[src/rtl/irq_ctl_reg.sv]
module irq_ctl_reg #(
  parameter int PORT_W = 4,
  parameter int PC_W = 13,
  parameter logic [PC_W-1:0] VECTOR = 'h004
) (
  input  logic              clk,
  input  logic              rst_n,
  input  logic              wr_en,
  input  logic [7:0]        wr_data,
  output logic [7:0]        rd_data,
  input  logic              tmr_ovf,
  input  logic              ext_pin,
  input  logic              edge_rise,
  input  logic [PORT_W-1:0] port_hi,
  input  logic              port_rd,
  input  logic              ee_done,
  output logic              irq_req,
  output logic [1:0]        irq_src,
  input  logic              irq_ack,
  input  logic              irq_ret,
  output logic [PC_W-1:0]   irq_vec
);
  logic              gie;
  logic [3:0]        en;   // [3] ee, [2] tmr, [1] pin, [0] chg
  logic [2:0]        flg;  // [2] tmr, [1] pin, [0] chg
  logic              pin_q;
  logic [PORT_W-1:0] ref_q;

  wire       pin_edge = edge_rise ? (ext_pin & ~pin_q) : (~ext_pin & pin_q);
  wire       chg_hit  = (port_hi != ref_q);
  wire [2:0] hw_set   = {tmr_ovf, pin_edge, chg_hit};
  wire [3:0] pend     = {en[3] & ee_done, en[2] & flg[2], en[1] & flg[1], en[0] & flg[0]};
  wire       take     = irq_ack & irq_req;

  assign irq_req = gie & |pend;
  assign rd_data = {gie, en, flg};
  assign irq_vec = VECTOR;

  always_comb begin
    if (pend[2])      irq_src = 2'd0;
    else if (pend[1]) irq_src = 2'd1;
    else if (pend[0]) irq_src = 2'd2;
    else              irq_src = 2'd3;
  end

  always_ff @(posedge clk) begin
    if (!rst_n) begin
      gie   <= 1'b0;
      en    <= '0;
      flg   <= '0;
      pin_q <= 1'b0;
      ref_q <= '0;
    end else begin
      if (take)         gie <= 1'b0;
      else if (irq_ret) gie <= 1'b1;
      else if (wr_en)   gie <= wr_data[7];
      if (wr_en) en <= wr_data[6:3];
      flg   <= (wr_en ? wr_data[2:0] : flg) | hw_set;
      pin_q <= ext_pin;
      if (port_rd) ref_q <= port_hi;
    end
  end

  p_flag_sticky_r3: assert property (@(posedge clk) disable iff (!rst_n)
    !wr_en |=> ((rd_data[2:0] & $past(rd_data[2:0])) == $past(rd_data[2:0])));
  p_tmr_set_r2: assert property (@(posedge clk) disable iff (!rst_n)
    tmr_ovf |=> rd_data[2]);
  p_chg_set_r4: assert property (@(posedge clk) disable iff (!rst_n)
    (port_hi != ref_q) |=> rd_data[0]);
  p_ack_clears_r7: assert property (@(posedge clk) disable iff (!rst_n)
    (irq_ack && irq_req) |=> !rd_data[7] && !irq_req);
  p_ret_sets_r8: assert property (@(posedge clk) disable iff (!rst_n)
    (irq_ret && !(irq_ack && irq_req)) |=> rd_data[7]);
  p_req_gated_r6: assert property (@(posedge clk) disable iff (!rst_n)
    !rd_data[7] |-> !irq_req);
endmodule

[config.mk]
export PLATFORM = sky130hd
export DESIGN_NAME = irq_ctl_reg
export DESIGN_NICKNAME = d
export VERILOG_FILES = /design/src/rtl/irq_ctl_reg.sv
export SDC_FILE = /design/constraint.sdc
export NUM_CORES = 1
export LEC_CHECK = 0
export BUFFER_PORTS_ARGS = -buffer_cell sky130_fd_sc_hd__buf_2
export CAP_MARGIN = 10
export CORE_ASPECT_RATIO = 1.75
export CORE_MARGIN = 10
export CORE_UTILIZATION = 30
export DETAILED_ROUTE_END_ITERATION = 8
export SYNTH_ARGS = -nofsm -noshare
export SYNTH_HDL_FRONTEND = slang
export SYNTH_SLANG_ARGS = --single-unit
export TNS_END_PERCENT = 50
[constraint.sdc]
create_clock -name clk -period 0.8 [get_ports clk]
set_input_delay 0.12 -clock clk [delete_from_list [all_inputs] [get_ports clk]]
set_output_delay 0.12 -clock clk [all_outputs]
set_load 0.05 [all_outputs]
# == After elaboration in Yosys (flattened, before gate mapping) ==
# Index checks and enable logic that the tools add are counted.
# word_totals
ff_bits,13
latch_bits,0
ramBits,0
rom_bits,0
input_bits,22
out_inout_bits,24
word_cells,28
n_memories,0
# op_classes
add_sub_neg,0
multipliers,0
div,0
n_lt_le_gt_ge,0
n_eq_ne,1
shifts,0
n_mux,7
bitwise_logic,12
n_reduce_logical,3
# op_table
op,count
AND 1 bit,8
2-to-1 mux 1 bit,4
2-to-1 mux 2 bit,2
inequality test 4 bit,1
OR reduction 4 bit,1
2-to-1 mux 3 bit,1
inverter 1 bit,3
bitwise OR 3 bit,1
nonzero test 2 bit,1
OR reduction 2 bit,1

# == Longest topological paths before layout ==
# logic_depth
ltp_word,5
mapped_depth,4
depth_no_buf,3

# == Worst setup path before layout ==
# No wires, ideal clock.
# synth_path
path_kind,flip-flop to output port
from,register en[1]
to,output port irq_req
arrival_ns,1.934
required_time_ns,0.680
path_slack_ns,-1.254
stages_incl_launch_ff,4
n_path_buf,0
cell_sequence,dfxtp_1 > a22oi_1 > nand2_1 > and2_1
# synth_via
elab_chain_cells,3
# synth_lines
element,line,text
"start, declared",24,logic [3:0] en;
"start signal, assigned",57,if (wr_en) en <= wr_data[6:3];
AND 1 bit,32,"wire [3:0] pend = {en[3] & ee_done, en[2] & flg[2], en[1] & flg[1], en[0] & flg[0]};"
OR reduction 4 bit,35,assign irq_req = gie & |pend;
AND 1 bit,35,
"end, declared",17,"output logic irq_req,"
# Every way passes these cells.

# == Worst setup path in the final report ==
# layout_path
from,register flg[1]
to,output port irq_req
# layout_via
elab_chain_cells,3
# layout_lines
element,line,text
"start, declared",25,logic [2:0] flg;
"start signal, assigned",58,flg <= (wr_en ? wr_data[2:0] : flg) | hw_set;
AND 1 bit,32,
OR reduction 4 bit,35,
AND 1 bit,35,
# Every way passes these cells.

==> results_dict.tcl <==
set metrics [dict create \
    status "finished, violations left" \
    violations "setup timing" \
    gr-total-overflow 0 \
    fin_crit_ns 1.33 \
    synth_top_cell_area_share_pct 38.0 \
    final_cell_area_um2 1110 \
    port_buffers 32 \
    clock_sinks 13 \
    vias_per_cell 4.43 \
    drt_pass1_iterations 4 \
    cts_tree "done" \
    synth_edf_count 0 \
    fin_ws_ns -0.533 \
    yosys-top-cells-count "buf_4, dfxtp_1, mux2i_1" \
    clock_path_buffers 2 \
    ant_nets 0 \
    grt_pass1_wl_um 3240 \
    synth_area_leaders "dfxtp_1, buf_4, mux2i_1" \
    rows 22 \
    required_ns 0.68 \
    finalHoldWorstSlack_ns 0.0307 \
    power_density_nw_per_um2 1630 \
    initialDrtViolationCount 5 \
    place_area_um2 931 \
    hold_viol 0 \
    wl_per_cell_um 14.1 \
    synth_warnings 0 \
    grt_pass1_vias 712 \
    synthCells 73 \
    die_y_um 83.2 \
    cts_buffers 3 \
    insertion_delay_ns 0.27 \
    fmax_ghz 0.750 \
    fin_crit_sh_pct 167 \
    synth_cell_types 22 \
    critPathArrivalTime_ns 1.21 \
    ir_drop_v 0.00136 \
    synth.cell_area_um2 686 \
    die-area_um2 4670 \
    grt_usage_pct 8.34 \
    synth-seq-cells 13 \
    fp.coreArea_um2 2150 \
    syn_area_per_cell_um2 9.39 \
    clk_pin_slew_ns 0.08 \
    drive_above_1_share_pct 55.1 \
    synth_most_common_cell "buf_4" \
    crit_type "reg2out" \
    antennaDiodeCount 0 \
    area_growth_pct 62.4 \
    skew_ns 0.00352 \
    worst_setup_path_start_kind "register" \
    via_count 629 \
    hpwl_um 1590 \
    htreeDepth 1 \
    synthArstFlopShare_pct 0 \
    drc 0 \
    fin_nets 141 \
    yosysTopAreaCell "dfxtp_1" \
    synthFlopType "dfxtp_1" \
    io_pins 46 \
    grt_antenna_before_repair 0 \
    tns_ns -3.54 \
    totalWireLength_um 2000 \
    place_congestion 0.674 \
    setup_viol 15 \
    grt_setup_unrepaired "true" \
    start_util_pct 31.9 \
    die_w_um 56.1 \
    yosysSeqAreaShare_pct 38.0 \
    worstHoldPathType "in2reg" \
    cap_viol_max_count 0 \
    cp_max_fo 3 \
    root_buffer "clkbuf_4" \
    grt_start_max_net_pins 12 \
    timing.final.max_slew_violations 0 \
    cp-end-kind "primary output" \
    leakage_nw 0.556 \
]
==> critical path, cell delays in order (launching register included) <==
cell and delay [ns]:
dfxtp_4 0.35, a22oi_2 0.20, nand2_1 0.10, and2_4 0.15, buf_8 0.14
==> routing by layer <==
| layer | global-route usage (%) | vias up | wire (µm) |
|---|---|---|---|
| li1 | - | 308 | - |
| met1 | 7.34 | 285 | 654 |
| met3 | 5.79 | 4 | 278 |
| met2 | 14.2 | 32 | 1030 |
| met4 | 3.28 | 0 | 35 |
| met5 | 0 | - | 0 |
==> flip-flops by register name (all words and copies together) (netlist names) <==
name and cells:
pin_q 1, en 4, ref_q 4, flg 3
gie 1
==> cell type report <==
class                      count  area, µm²
clock buffer                   4       26.3
tap                           24       30.0
fill                         212       1030
inverter                       1       3.75
sequential                    13        284
multi-input combinational     53        359
timing repair buffer          47        410
==> through the flow <==
stage	std cells	power (mW)	util, %	setup WS [ns]
6_report	142	1.82	51.9	-0.533
5_1_grt	142	1.90	51.9	-0.602
4_1_cts	141	1.79	49.8	-0.533
3_5_place_dp	136	1.31	43.4	-0.281
3_3_place_gp	136	1.30	43.4	-0.250
2_1_floorplan	84	1.18	-	-0.651
==> layout by cell type (no fill, tap or decap) <==
master and instances:
a211oi_1 1, clkbuf_4 3, mux2_4 1, buf_2 21, dfxtp_1 4, nand2_1 2
a32oi_2 1, clkbuf_1 1, nand3b_1 1, xnor2_1 1, xor2_1 3, or3b_1 1
inv_1 1, nor2b_1 1, conb_1 13, a22oi_2 2, and2_4 1, a31oi_1 3
buf_8 9, mux2i_1 10, buf_6 8, nor2_1 9, buf_12 1, o21ai_2 1
buf_4 8, dfxtp_4 5, and2_1 1, nor3_1 1, dfxtp_2 4
==> worst paths after layout <==
kind / start / to / slack (ns) / depth (start not counted)
min reg2reg: gie / gie / 0.48 / 1
max reg2reg: flg[1] / gie / -0.21 / 4
max: flg[1] / irq_req / -0.53 / 4
min: irq_ack / gie / 0.03 / 2
==> cells by family after synthesis <==
logic type      Yosys count  synth area share, %
other cells               2                 1.10
buf+inv                  18                 18.6
xor+xnor                  4                 5.11
flops                    13                 38.0
compound gates            8                 8.58
simple gates             17                 11.9
mux                      11                 16.8
==> where the power goes <==
part	leakage [nW]	total (mW)	internal, mW	switching [mW]
Sequential	0.112	0.731	0.689	0.0418
Combinational	0.429	0.672	0.275	0.397
Clock	0.0150	0.413	0.193	0.220
Total	0.556	1.82	1.16	0.659
==> repair_timing <==
item | CTS | global route
hold buffers | 0 | 0
setup buffers | 2 | 1
setup endpoints to repair | 15 | 15
gates resized for setup | 33 | 12
pin swaps | 3 | 4
(Power assumes the default switching activity.)
